==> config.mk <==
export PLATFORM = sky130hd
export DESIGN_NAME = tlb_xlate
export DESIGN_NICKNAME = d
export VERILOG_FILES = /design/src/rtl/tlb_pkg.sv /design/src/rtl/tlb_perm_chk.sv /design/src/rtl/tlb_ways.sv /design/src/rtl/tlb_repl.sv /design/src/rtl/tlb_xlate.sv
export SDC_FILE = /design/constraint.sdc
export NUM_CORES = 1
export LEC_CHECK = 0
export ABC_AREA = 1
export BUFFER_PORTS_ARGS = -buffer_cell sky130_fd_sc_hd__buf_2
export CORE_MARGIN = 2
export CORE_UTILIZATION = 40
export CTS_CLUSTER_SIZE = 12
export DETAILED_ROUTE_END_ITERATION = 6
export MAX_ROUTING_LAYER = met4
export PLACE_DENSITY = 0.58
export SETUP_SLACK_MARGIN = 0.2
export SLEW_MARGIN = 10
export SYNTH_ARGS = -nofsm -noshare
export SYNTH_HDL_FRONTEND = slang
export SYNTH_SLANG_ARGS = --single-unit
==> constraint.sdc <==
create_clock -name clk -period 4.4 [get_ports clk]
set_input_delay 0.44 -clock clk [delete_from_list [all_inputs] [get_ports clk]]
set_output_delay 0.44 -clock clk [all_outputs]
set_load 0.03 [all_outputs]
==> src/rtl/tlb_pkg.sv <==
package tlb_pkg;
  typedef struct packed {
    logic sup;
    logic rd;
    logic wr;
  } tlb_perm_t;

  typedef enum logic [1:0] {
    ST_IDLE = 2'd0,
    ST_WREQ = 2'd1,
    ST_WRSP = 2'd2
  } tlb_st_e;
endpackage

==> src/rtl/tlb_perm_chk.sv <==
module tlb_perm_chk
  import tlb_pkg::*;
(
  input  logic      entry_ok,
  input  tlb_perm_t perm,
  input  logic      is_write,
  input  logic      is_super,
  output logic      fault
);
  always_comb begin
    fault = !entry_ok
         || (perm.sup && !is_super)
         || (is_write ? !perm.wr : !perm.rd);
  end
endmodule

==> src/rtl/tlb_ways.sv <==
module tlb_ways
  import tlb_pkg::*;
#(
  parameter int SETS  = 4,
  parameter int WAYS  = 2,
  parameter int TAG_W = 18,
  parameter int PPN_W = 20,
  localparam int IDX_W = $clog2(SETS),
  localparam int WAY_W = $clog2(WAYS)
) (
  input  logic             clk,
  input  logic             rst_n,
  input  logic             flush,
  input  logic [IDX_W-1:0] lk_idx,
  input  logic [TAG_W-1:0] lk_tag,
  output logic             lk_hit,
  output logic [PPN_W-1:0] lk_ppn,
  output tlb_perm_t        lk_perm,
  input  logic [IDX_W-1:0] fl_idx,
  output logic [WAYS-1:0]  fl_vld_vec,
  input  logic             fl_en,
  input  logic [WAY_W-1:0] fl_way,
  input  logic [TAG_W-1:0] fl_tag,
  input  logic [PPN_W-1:0] fl_ppn,
  input  tlb_perm_t        fl_perm
);
  logic [WAYS-1:0]  vld    [SETS];
  logic [TAG_W-1:0] tag_q  [SETS][WAYS];
  logic [PPN_W-1:0] ppn_q  [SETS][WAYS];
  tlb_perm_t        perm_q [SETS][WAYS];
  logic [WAYS-1:0]  match;
  logic             any_vld;

  always_ff @(posedge clk) begin
    if (!rst_n || flush) begin
      for (int s = 0; s < SETS; s++) vld[s] <= '0;
    end else if (fl_en) begin
      vld[fl_idx][fl_way] <= 1'b1;
    end
  end

  always_ff @(posedge clk) begin
    if (fl_en && !flush) begin
      tag_q[fl_idx][fl_way]  <= fl_tag;
      ppn_q[fl_idx][fl_way]  <= fl_ppn;
      perm_q[fl_idx][fl_way] <= fl_perm;
    end
  end

  for (genvar w = 0; w < WAYS; w++) begin : g_cmp
    assign match[w] = vld[lk_idx][w] && (tag_q[lk_idx][w] == lk_tag);
  end

  always_comb begin
    lk_ppn  = '0;
    lk_perm = '0;
    for (int w = 0; w < WAYS; w++) begin
      if (match[w]) begin
        lk_ppn  = lk_ppn | ppn_q[lk_idx][w];
        lk_perm = lk_perm | perm_q[lk_idx][w];
      end
    end
    any_vld = 1'b0;
    for (int s = 0; s < SETS; s++) any_vld = any_vld | (|vld[s]);
  end

  assign lk_hit     = |match;
  assign fl_vld_vec = vld[fl_idx];


  single_way_chk: assert property (@(posedge clk) disable iff (!rst_n)
    $onehot0(match));


  flush_clear_chk: assert property (@(posedge clk) disable iff (!rst_n)
    flush |=> !any_vld);
endmodule

==> src/rtl/tlb_repl.sv <==
module tlb_repl #(
  parameter int SETS = 4,
  parameter int WAYS = 2,
  localparam int IDX_W = $clog2(SETS),
  localparam int WAY_W = $clog2(WAYS)
) (
  input  logic             clk,
  input  logic             rst_n,
  input  logic [IDX_W-1:0] idx,
  input  logic [WAYS-1:0]  vld_vec,
  input  logic             adv,
  output logic [WAY_W-1:0] victim
);
  logic [WAY_W-1:0] rr [SETS];
  logic             found;
  logic             full;

  always_comb begin
    victim = rr[idx];
    found  = 1'b0;
    for (int w = 0; w < WAYS; w++) begin
      if (!vld_vec[w] && !found) begin
        victim = WAY_W'(w);
        found  = 1'b1;
      end
    end
    full = &vld_vec;
  end

  always_ff @(posedge clk) begin
    if (!rst_n) begin
      for (int s = 0; s < SETS; s++) rr[s] <= '0;
    end else if (adv && full) begin
      rr[idx] <= (rr[idx] == WAY_W'(WAYS - 1)) ? '0 : rr[idx] + 1'b1;
    end
  end
endmodule

==> src/rtl/tlb_xlate.sv <==
module tlb_xlate
  import tlb_pkg::*;
#(
  parameter int VA_W  = 32,
  parameter int PA_W  = 32,
  parameter int OFF_W = 12,
  parameter int SETS  = 4,
  parameter int WAYS  = 2,
  localparam int VPN_W = VA_W - OFF_W,
  localparam int PPN_W = PA_W - OFF_W,
  localparam int IDX_W = $clog2(SETS),
  localparam int TAG_W = VPN_W - IDX_W,
  localparam int WAY_W = $clog2(WAYS)
) (
  input  logic             clk,
  input  logic             rst_n,
  input  logic             flush,
  input  logic             req_valid,
  output logic             req_ready,
  input  logic [VA_W-1:0]  req_vaddr,
  input  logic             req_write,
  input  logic             req_super,
  output logic             rsp_valid,
  input  logic             rsp_ready,
  output logic [PA_W-1:0]  rsp_paddr,
  output logic             rsp_fault,
  output logic             walk_req_valid,
  input  logic             walk_req_ready,
  output logic [VPN_W-1:0] walk_vpn,
  input  logic             walk_rsp_valid,
  output logic             walk_rsp_ready,
  input  logic [PPN_W-1:0] walk_rsp_ppn,
  input  logic             walk_rsp_ok,
  input  logic             walk_rsp_sup,
  input  logic             walk_rsp_rd,
  input  logic             walk_rsp_wr
);
  tlb_st_e          st_q;
  logic [VPN_W-1:0] vpn_q;
  logic [OFF_W-1:0] off_q;
  logic             wr_q, sup_q, drop_q;
  logic             rsp_valid_q, rsp_fault_q;
  logic [PA_W-1:0]  rsp_paddr_q;

  logic [VPN_W-1:0] req_vpn;
  logic             accept, hit_now, hit_fault, walk_fault, walk_done, fill_en;
  logic             lk_hit;
  logic [PPN_W-1:0] lk_ppn;
  tlb_perm_t        lk_perm, walk_perm;
  logic [WAYS-1:0]  fl_vld_vec;
  logic [WAY_W-1:0] victim;

  assign req_vpn   = req_vaddr[VA_W-1:OFF_W];
  assign req_ready = (st_q == ST_IDLE) && (!rsp_valid_q || rsp_ready);
  assign accept    = req_valid && req_ready;
  assign hit_now   = lk_hit && !flush;
  assign walk_perm = '{sup: walk_rsp_sup, rd: walk_rsp_rd, wr: walk_rsp_wr};
  assign walk_done = (st_q == ST_WRSP) && walk_rsp_valid;
  assign fill_en   = walk_done && walk_rsp_ok && !drop_q && !flush;

  assign walk_req_valid = (st_q == ST_WREQ);
  assign walk_rsp_ready = (st_q == ST_WRSP);
  assign walk_vpn       = vpn_q;
  assign rsp_valid      = rsp_valid_q;
  assign rsp_paddr      = rsp_paddr_q;
  assign rsp_fault      = rsp_fault_q;

  tlb_ways #(.SETS(SETS), .WAYS(WAYS), .TAG_W(TAG_W), .PPN_W(PPN_W)) u_ways (
    .clk        (clk),
    .rst_n      (rst_n),
    .flush      (flush),
    .lk_idx     (req_vpn[IDX_W-1:0]),
    .lk_tag     (req_vpn[VPN_W-1:IDX_W]),
    .lk_hit     (lk_hit),
    .lk_ppn     (lk_ppn),
    .lk_perm    (lk_perm),
    .fl_idx     (vpn_q[IDX_W-1:0]),
    .fl_vld_vec (fl_vld_vec),
    .fl_en      (fill_en),
    .fl_way     (victim),
    .fl_tag     (vpn_q[VPN_W-1:IDX_W]),
    .fl_ppn     (walk_rsp_ppn),
    .fl_perm    (walk_perm)
  );

  tlb_repl #(.SETS(SETS), .WAYS(WAYS)) u_repl (
    .clk     (clk),
    .rst_n   (rst_n),
    .idx     (vpn_q[IDX_W-1:0]),
    .vld_vec (fl_vld_vec),
    .adv     (fill_en),
    .victim  (victim)
  );

  tlb_perm_chk u_hit_chk (
    .entry_ok (1'b1),
    .perm     (lk_perm),
    .is_write (req_write),
    .is_super (req_super),
    .fault    (hit_fault)
  );

  tlb_perm_chk u_walk_chk (
    .entry_ok (walk_rsp_ok),
    .perm     (walk_perm),
    .is_write (wr_q),
    .is_super (sup_q),
    .fault    (walk_fault)
  );

  always_ff @(posedge clk) begin
    if (!rst_n) begin
      st_q        <= ST_IDLE;
      vpn_q       <= '0;
      off_q       <= '0;
      wr_q        <= 1'b0;
      sup_q       <= 1'b0;
      drop_q      <= 1'b0;
      rsp_valid_q <= 1'b0;
      rsp_fault_q <= 1'b0;
      rsp_paddr_q <= '0;
    end else begin
      if (rsp_valid_q && rsp_ready) rsp_valid_q <= 1'b0;
      case (st_q)
        ST_IDLE: begin
          if (accept) begin
            vpn_q  <= req_vpn;
            off_q  <= req_vaddr[OFF_W-1:0];
            wr_q   <= req_write;
            sup_q  <= req_super;
            drop_q <= 1'b0;
            if (hit_now) begin
              rsp_valid_q <= 1'b1;
              rsp_fault_q <= hit_fault;
              rsp_paddr_q <= hit_fault ? '0 : {lk_ppn, req_vaddr[OFF_W-1:0]};
            end else begin
              st_q <= ST_WREQ;
            end
          end
        end
        ST_WREQ: begin
          if (flush) drop_q <= 1'b1;
          if (walk_req_ready) st_q <= ST_WRSP;
        end
        ST_WRSP: begin
          if (flush) drop_q <= 1'b1;
          if (walk_rsp_valid) begin
            rsp_valid_q <= 1'b1;
            rsp_fault_q <= walk_fault;
            rsp_paddr_q <= walk_fault ? '0 : {walk_rsp_ppn, off_q};
            st_q        <= ST_IDLE;
          end
        end
        default: st_q <= ST_IDLE;
      endcase
    end
  end


  hit_no_walk_chk: assert property (@(posedge clk) disable iff (!rst_n)
    (accept && lk_hit && !flush) |=> (rsp_valid && !walk_req_valid));


  walk_hold_chk: assert property (@(posedge clk) disable iff (!rst_n)
    (walk_req_valid && !walk_req_ready) |=> (walk_req_valid && $stable(walk_vpn)));


  rsp_hold_chk: assert property (@(posedge clk) disable iff (!rst_n)
    (rsp_valid && !rsp_ready) |=> (rsp_valid && $stable(rsp_paddr) && $stable(rsp_fault)));


  fault_zero_chk: assert property (@(posedge clk) disable iff (!rst_n)
    (rsp_valid && rsp_fault) |-> (rsp_paddr == '0));
endmodule

# Yosys cells after proc, flatten, opt, wreduce, memory -nomap -nowiden
# Memories as Yosys holds them, arrays and structs flattened. A register that Yosys moved wholly into a read port is not among the register bits.
# Cells that the tools add are included.
dict set report classes {
  n_reduce_logical 46
  n_eq_ne 10
  order_cmp 4
  n_bitwise 3
  muxes 63
  n_mul 0
  addsub 1
  shifts 0
  div 0
}
# cell n
set ops {}
lappend ops {{$mux 32} 5}
lappend ops {{$pmux 32 s2} 1}
lappend ops {{$mux 20} 3}
lappend ops {{$mux 40} 1}
lappend ops {{$eq 18x18->1} 2}
lappend ops {{$mux 36} 1}
lappend ops {{$mux 1} 26}
lappend ops {{$mux 2} 13}
lappend ops {{$demux 20 s1} 1}
lappend ops {{$or 20x20->20} 1}
lappend ops {{$demux 18 s1} 1}
lappend ops {{$mux 18} 1}
lappend ops {{$logic_and 1x1->1} 17}
lappend ops {{$logic_not 1->1} 12}
lappend ops {{$mux 3} 3}
lappend ops {{$ne 2x2->1 const B} 4}
lappend ops {{$reduce_and 4->1} 2}
lappend ops {{$mux 6} 1}
lappend ops {{$pmux 1 s2} 3}
lappend ops {{$pmux 2 s3} 1}
lappend ops {{$reduce_or 2->1} 3}
lappend ops {{$logic_or 1x1->1} 5}
lappend ops {{$ne 2x1->1 const B} 2}
lappend ops {{$reduce_and 2->1} 2}
lappend ops {{15 further kinds} 16}
dict set report word_totals {
  wordCells 141
  mem_count 5
  ram_bits 340
  latch_bits 0
  input_bits 65
  rom_bits 0
  register_bits 71
}
# name depth word_bits read_ports rd_ports_with_merged_regs wr line
set memory_table {}
lappend memory_table {u_ways.ppn_q 4 40 1 0 1 tlb_ways.sv:29} ;# logic [PPN_W-1:0] ppn_q [SETS][WAYS];
lappend memory_table {u_ways.tag_q 4 36 1 0 1 tlb_ways.sv:28} ;# logic [TAG_W-1:0] tag_q [SETS][WAYS];
lappend memory_table {u_ways.perm_q 4 6 1 0 1 tlb_ways.sv:30} ;# tlb_perm_t perm_q [SETS][WAYS];
lappend memory_table {u_ways.vld 4 2 2 1 4 tlb_ways.sv:27} ;# logic [WAYS-1:0] vld [SETS];
lappend memory_table {u_repl.rr 4 1 1 1 4 tlb_repl.sv:14} ;# logic [WAY_W-1:0] rr [SETS];

# Logic depth before layout (Yosys ltp)
# Gate-level depths: netlist of the first run.
# An unclocked memory read counts as a cell.
dict set report logic_depth {
  ltp_word 13
  mapped_depth 22
  mapped_depth_nobuf 18
}

# Cells and area by module
# A second synthesis of the first run with hierarchy kept.
dict set report unflattened {
  cells_unflattened 1709
  area_unflattened_um2 17548.1
}
# mod cells_per_inst instances area_each_um2
set modules_own_cells {}
lappend modules_own_cells {tlb_ways 1150 1 13845.8}
lappend modules_own_cells {tlb_xlate 504 1 3367.0}
lappend modules_own_cells {tlb_repl 39 1 272.8}
lappend modules_own_cells {tlb_perm_chk 8 2 31.3}

# Worst setup path after synthesis of the first run
# No wires, ideal clock.
dict set report synth_timing {
  kind {flip-flop to flip-flop}
  from {reg st_q[0]}
  to {mem u_ways.perm_q[0][0] (netlist bit) (enable)}
  synth_period_minus_slack_ns 3.651
  slack_ns 0.749
  t_required_ns 3.961
  t_arrival_ns 3.212
  path_buffers 0
  stages_incl_launch_ff 9
  path_cell_list {dfxtp_1 > inv_1 > ha_1 > nand2_1 > nor4_1 > inv_1 > nor2_1 > inv_1 > nor2_1}
}
dict set report synth_between {
  elab_chain_cells 8
}
# element line
set synth_lines {}
lappend synth_lines {{start: declaration} tlb_xlate.sv:38} ;# tlb_st_e st_q;
lappend synth_lines {{start signal: assignment} tlb_xlate.sv:113} ;# st_q <= ST_IDLE;
lappend synth_lines {{start signal: assignment} tlb_xlate.sv:137} ;# st_q <= ST_WREQ;
lappend synth_lines {{start signal: assignment} tlb_xlate.sv:143} ;# if (walk_req_ready) st_q <= ST_WRSP;
lappend synth_lines {{$eq 2x2->1} --}
lappend synth_lines {{net walk_rsp_ready} tlb_xlate.sv:31} ;# output logic walk_rsp_ready,
lappend synth_lines {{$logic_and 1x1->1} tlb_xlate.sv:58} ;# assign walk_done = (st_q == ST_WRSP) && walk_rsp_valid;
lappend synth_lines {{$logic_and 1x1->1 (3 in series)} tlb_xlate.sv:59} ;# assign fill_en = walk_done && walk_rsp_ok && !drop_q && !flush;
lappend synth_lines {{$logic_and 1x1->1} tlb_ways.sv:43} ;# if (fl_en && !flush) begin
lappend synth_lines {{$mux 1} tlb_ways.sv:43}
lappend synth_lines {{$mux 6 (not written as such)} tlb_ways.sv:46} ;# perm_q[fl_idx][fl_way] <= fl_perm;
lappend synth_lines {{end: declaration} tlb_ways.sv:30}
# The timed path passes the listed nets, and every way through them passes these cells.

# Worst setup path after layout of the first run
dict set report layout_timing {
  from {reg st_q[0]}
  to {mem u_ways.ppn_q[2][37] (netlist bit) (enable)}
}
dict set report layout_between {
  elab_chain_cells 8
}
# element line
set layout_lines {}
lappend layout_lines {{$eq 2x2->1} tlb_xlate.sv:58}
lappend layout_lines {{$logic_and 1x1->1} tlb_xlate.sv:58}
lappend layout_lines {{$logic_and 1x1->1 (3 in series)} tlb_xlate.sv:59}
lappend layout_lines {{$logic_and 1x1->1} tlb_ways.sv:43}
lappend layout_lines {{$mux 1} tlb_ways.sv:43}
lappend layout_lines {{$mux 40 (not written as such)} tlb_ways.sv:45} ;# ppn_q[fl_idx][fl_way] <= fl_ppn;
lappend layout_lines {{end: declaration} tlb_ways.sv:29}
# No other way between the ends.

==> results of run 1 <==
==> routing by layer <==
layer	vias up	GRT usage	wire, um
li1	6093	-	-
met1	6232	0.271	20200
met2	388	0.345	22400
met3	82	0.0402	2880
met4	0	0.0610	1070
met5	-	-	0
==> area by class of cell <==
class                      count  area [um^2]  area share
antenna                        6         15.0    0.000749
tap                          585          732      0.0365
clock buffer                  66         1260      0.0631
inverter                     115          434      0.0216
clock inverter                15          101     0.00505
multi-input combinational   1074         4920       0.245
sequential                   413        11600       0.580
timing repair buffer         156          946      0.0472
==> kinds of logic (layout without fill, tap and decap cells) <==
logic type | Yosys count | after routing
AO/OA/AOI/OAI | 282 | 282
XOR/XNOR | 8 | 8
adder cells (fa/ha/maj) | 3 | 3
buffers and inverters | 217 | 352
flip-flops | 413 | 413
other | 0 | 6
AND/OR/NAND/NOR | 781 | 781
==> path summary, 6_finish.rpt <==
kind | startpoint | end | slack, ns | depth (start not counted)
max | st_q[0]$_SDFFE_PN0P_ | u_ways.ppn_q[2][37]$_DFFE_PP_ | 1.05 | 10
min | req_vaddr[0] | rsp_paddr[0]$_SDFFE_PN0P_ | 0.14 | 3
max reg2reg | st_q[0]$_SDFFE_PN0P_ | u_ways.ppn_q[2][37]$_DFFE_PP_ | 1.05 | 10
min reg2reg | off_q[6]$_SDFFE_PN0P_ | off_q[6]$_SDFFE_PN0P_ | 0.45 | 2
==> sequential cells by signal, summed over array words and instances (netlist names), named ones only <==
name	cells
drop_q	1
rsp_valid	1
u_ways.perm_q	24
walk_vpn	20
u_repl.rr	4
off_q	12
rsp_paddr	32
u_ways.tag_q	144
st_q	2
rsp_fault	1
u_ways.ppn_q	160
wr_q	1
sup_q	1
u_ways.vld	8
==> through the flow <==
stage / area (um^2) / cells
6_report: 20100 / 2430
5_1_grt: 20100 / 2430
4_1_cts: 20000 / 2424
3_5_place_dp: 18700 / 2343
3_3_place_gp: 18700 / 2343
2_1_floorplan: 17400 / 1704
==> critical path, delay by kind of cell, from the launching register on <==
kind                       cells  cell delay (ns)
DFF                            1             0.32
and+or+nand+nor                4             1.35
buffers and inverters          5             1.18
adders and majority gates      1             0.15
==> power by group through the flow <==
stage | sequential [W] | clock (W) | combinational, W
CTS | 0.00475 | 0.00359 | 0.00188
finish | 0.00475 | 0.00351 | 0.00187
detailed placement | 0.00483 | 0 | 0.00188
global placement | 0.00483 | 0 | 0.00185
floorplan | 0.00514 | 0 | 0.000923
global route | 0.00478 | 0.00374 | 0.00206
==> cells in the final DEF (no fill, tap or decap), drive strengths merged <==
cell type,n
and3,1
nand3b,3
nand3,141
diode,6
nand4,46
a32o,1
edfxtp,337
a221oi,1
clkinv,12
nor3,3
o21a,1
ha,3
nor4,1
a21oi,101
nor2,211
clkbuf,66
a31oi,3
buf,156
dfxtp,76
inv,117
o21ai,129
bufinv,1
xor2,8
o22ai,46
nand2,375
==> results.txt, run 1 <==
Final Setup Violations = 0
I/O pin cnt = 122
1st-pass router iterations = 5
Setup TNS = 0 ns
XOR/XNOR share of the synthesized area = 0.00403
share of the synthesized area in the top cell type = 0.582
CTS tree = yes
largest net degree at the start of global routing = 86
worst vdd ir = 0.359 mV
Layout Skew = 0.0141 ns
Rel. slew slack = 0.416
Max Transition Viols Final = 0
CTS root buf = clkbuf_16
Final Hold Viols = 0
Initial Utilization = 0.405
mux contribution to synthesized area = 0
CP Max Fanout = 25
register bit total from synthesis = 413
number of global-route vias before repair = 12068
via count = 12795
Peak Freq = 0.299 GHz
Syn Std Cell Area = 17400 um^2
post-route minimum period = 3.35 ns
total CTS buffers = 44
syn avg cell area = 10.2 um^2
Die ar. = 45200 um^2
HP Class = input pin to register
Internal = 0.00709 W
Static Leakage = 7.63 nW
switching power = 0.00305 W
setup ws final = 1.05 ns
total congestion overflow = 0
Synth Warn # = 0
PwrDens = 506 nW/um^2
Post-CTS Setup Repair Bufs = 0
most used cell, CP = inv_1
Sw Share = 0.301
routed length per instance = 19.2 um
clock share of power = 0.346
critical path data arrival time = 3.57 ns
Gate Count Post-Synth = 1704
combinational fraction of design power = 0.185
share of cells above drive strength 1 = 0.127
# H-tree levels = 2
# rows = 76
Detailed Place HPWL = 26900 um
Synth area leaders = edfxtp_1 58%, dfxtp_1 8.7%, nand2_1 8.1%, nor2_1 4.4%, nand3_1 4.0%
CP max-delay cell = nor2_4
worst-path cell chain = inv_1, ha_1, buf_4, nand2_1, nor4_1, inv_1, nor2_1, inv_1, nor2_4, buf_4
initial DRC count = 1168
routability cong. = 0.792
initial antenna violation count = 6
largest family of logic cells by synthesized area = simple AND/OR/NAND/NOR gates
core area = 43000 um^2
post-route core utilization = 0.467
status = finished, final reports clean
Unique masters post-synth = 29
worst hold margin = 0.143 ns
total global routing track utilization = 0.212
clock buffer depth = 3
Synth Area in Adders = 0.00216
CP endpoint kind = register
Post-synth EDFFs = 337
most common cell in the synthesized netlist = nand2_1
asr flop ratio synth = 0
Worst-path clk slew = 0.06 ns
Slowest Stage Delay on Critical Path = 0.71 ns
Worst Setup Path Type = register to register
DRT Wirelength = 46600 um
Vert. Die Dim = 213 um
Sinks on Clock Net = 413
Worst Path Required = 4.63 ns
overall power = 0.0101 W
Simple-Gate Fraction of Synth Area = 0.188
RSZ-0062 raised after global routing = false
fill cell count = 3952
Resized Gates After CTS = 0
Worst Setup Start Kind = register
pre-CTS setup slack = 0.689 ns
compound-cell area share of the yosys netlist = 0.0853
Die Wd = 213 um
net count after synthesis = 1772
Layout area overhead = 15.3%
max-cap violations = 0
Post-synth top cells = 375 x nand2_1, 337 x edfxtp_1, 205 x nor2_1, 140 x nand3_1, 128 x o21ai_0
Vias/cell = 5.27
NumNets Final = 1872
post-route ant nets = 0
Clock Latency Late Sink = 0.55 ns
Flop pwr share = 0.469
sequential area share after synthesis = 0.669
IO Port Bufs = 121
hold_buf cts = 0
# DRC = 0
first-pass GRT wire length = 70500 um
Worst-Margin Slew = 0.874 ns
fin crit share = 0.761
area leader, netlist = edfxtp_1
Top FF cell, synth = edfxtp_1
Note: power is estimated with default switching activity, not from simulation.
==> run 2: changes to the inputs <==
- clock period: 4.4 -> 3.18 ns (I/O delays scaled with it)
==> results.txt, run 2 (synthesis results as in run 1) <==
post-route minimum period = 2.55 ns (was 3.35 ns)
NumNets Final = 1902 (was 1872)
critical path data arrival time = 2.81 ns (was 3.57 ns)
pre-CTS setup slack = 0.137 ns (was 0.689 ns)
fin crit share = 0.803 (was 0.761)
DRT Wirelength = 48500 um (was 46600 um)
clock buffer depth = 3 (unchanged)
Clock Latency Late Sink = 0.58 ns (was 0.55 ns)
Worst-path clk slew = 0.06 ns (about the same)
setup ws final = 0.628 ns (was 1.05 ns)
routed length per instance = 19.7 um (was 19.2 um)
share of cells above drive strength 1 = 0.135 (was 0.127)
Worst Setup Path Type = register to register (unchanged)
Die Wd = 213 um (unchanged)
Peak Freq = 0.392 GHz (was 0.299 GHz)
CTS tree = yes (unchanged)
Rel. slew slack = 0.559 (was 0.416)
# rows = 76 (unchanged)
CP endpoint kind = register (unchanged)
Slowest Stage Delay on Critical Path = 0.44 ns (was 0.71 ns)
routability cong. = 0.783 (was 0.792)
Worst-Margin Slew = 0.661 ns (was 0.874 ns)
Static Leakage = 7.84 nW (was 7.63 nW)
Vert. Die Dim = 213 um (unchanged)
initial antenna violation count = 3 (was 6)
first-pass GRT wire length = 73400 um (was 70500 um)
Layout area overhead = 17.7% (was 15.3%)
number of global-route vias before repair = 12527 (was 12068)
Initial Utilization = 0.405 (unchanged)
CP max-delay cell = nor2_4 (unchanged)
hold_sp = walk_rsp_ppn[10] (was req_vaddr[0])
max-cap violations = 0 (unchanged)
Final Setup Violations = 0 (unchanged)
Top reg by flops = u_ways.ppn_q (unchanged)
initial DRC count = 1185 (was 1168)
Vias/cell = 5.27 (about the same)
HP Class = input pin to register (unchanged)
hold path depth = 1 (was 3)
1st-pass router iterations = 6 (was 5)
max FFs per register = 160 (unchanged)
# H-tree levels = 2 (unchanged)
Setup TNS = 0 ns (unchanged)
Finished Cell Area = 20500 um^2 (was 20100 um^2)
total congestion overflow = 0 (unchanged)
via count = 12985 (was 12795)
depth of the worst register-to-register path = 9 (was 10)
Layout Skew = 0.0199 ns (was 0.0141 ns)
most common cell after layout, fill and taps aside = nand2_1 (unchanged)
most used cell, CP = inv_1 (unchanged)
# DRC = 0 (unchanged)
CTS root buf = clkbuf_16 (unchanged)
largest net degree at the start of global routing = 125 (was 86)
CP Max Fanout = 10 (was 25)
Endpoint, Worst Hold = u_ways.ppn_q[3][10]$_DFFE_PP_ (was rsp_paddr[0]$_SDFFE_PN0P_)
placed cell area = 18900 um^2 (was 18700 um^2)
Worst Path Required = 3.44 ns (was 4.63 ns)
PwrDens = 703 nW/um^2 (was 506 nW/um^2)
R2R Setup Slk = 0.63 ns (was 1.05 ns)
total CTS buffers = 46 (was 44)
status = finished, final reports clean (unchanged)
Worst Setup Start Kind = register (unchanged)
worst r2r src = st_q[0]$_SDFFE_PN0P_ (unchanged)
IO Port Bufs = 121 (unchanged)
Sinks on Clock Net = 413 (unchanged)
Max Transition Viols Final = 0 (unchanged)
total global routing track utilization = 0.222 (was 0.212)
Final Hold Viols = 0 (unchanged)
commonest non-fill, non-tap cells in the layout = 374 x nand2_1, 337 x edfxtp_1, 196 x nor2_1, 140 x nand3_1, 128 x o21ai_0 (unchanged)
RSZ-0062 raised after global routing = false (unchanged)
worst-path cell chain = inv_1, ha_1, nand2_1, nor4_1, inv_1, nor2_1, inv_1, nor2_4, buf_4 (was inv_1, ha_1, buf_4, nand2_1, nor4_1, inv_1, nor2_1, inv_1, nor2_4, buf_4)
R2R Path End = u_ways.ppn_q[1][2]$_DFFE_PP_ (was u_ways.ppn_q[2][37]$_DFFE_PP_)
core area = 43000 um^2 (unchanged)
post-route ant nets = 0 (unchanged)
Detailed Place HPWL = 27700 um (was 26900 um)
I/O pin cnt = 122 (unchanged)
worst vdd ir = 0.409 mV (was 0.359 mV)
Die ar. = 45200 um^2 (unchanged)
run 2: critical path: cells and delay by family, from the launching register on:
kind / cells / cell delay, ns
fa+ha+maj: 1 / 0.17
buf+inv: 4 / 0.76
flops: 1 / 0.32
simple gates: 4 / 0.98
run 2: routing by layer:
layer / share of wire / GRT usage / vias up
li1: - / - / 6151
met1: 0.44 / 0.288 / 6348
met2: 0.48 / 0.360 / 409
met3: 0.059 / 0.0337 / 77
met4: 0.024 / 0.0711 / 0
met5: 0 / - / -
run 2: where the power goes:
group	internal, W	switching [W]
registers	0.00629	0.000290
clock network	0.00301	0.00215
logic	0.000734	0.00192
total	0.0100	0.00436
run 2: worst max-delay path by stage:
stage                     slack (ns)            startpoint                       endpoint  cells past startpoint
after floorplan                -0.47  st_q[0]$_SDFFE_PN0P_  u_ways.perm_q[0][0]$_DFFE_PP_                      8
after global placement          0.26         req_vaddr[13]      rsp_paddr[9]$_SDFFE_PN0P_                     17
after detailed placement        0.14         req_vaddr[13]     rsp_paddr[10]$_SDFFE_PN0P_                     17
after CTS                       0.60  st_q[0]$_SDFFE_PN0P_   u_ways.ppn_q[1][2]$_DFFE_PP_                      9
after global routing            0.39  st_q[0]$_SDFFE_PN0P_   u_ways.ppn_q[1][2]$_DFFE_PP_                      9
final                           0.63  st_q[0]$_SDFFE_PN0P_   u_ways.ppn_q[1][2]$_DFFE_PP_                      9
run 2: through the flow:
stage          total power [W]   util  std cells  hold slack (ns)
2_1_floorplan          0.00839      -       1704            0.417
3_3_place_gp           0.00927  0.439       2357            0.441
3_5_place_dp           0.00933  0.439       2357            0.449
4_1_cts                 0.0145  0.476       2456         0.000370
5_1_grt                 0.0150  0.476       2459           0.0242
6_report                0.0144  0.476       2462           0.0312
run 2: layout make-up:
type	instances	area, um^2
diodes	6	15.0
clock buffers	62	1250
clock inverters	23	205
fillers	4025	22500
inverters	115	434
multi-input cells	1074	4920
flip-flops and latches	413	11600
well taps	585	732
repair buffers	184	1270
run 2: what timing repair did:
item / CTS / global route
endpoints found under the setup margin: 0 / 0
hold buffers: 14 / 0
endpoints found under the hold margin: 22 / 0
buffers inserted: 0 / 0
gates resized for setup: 0 / 0
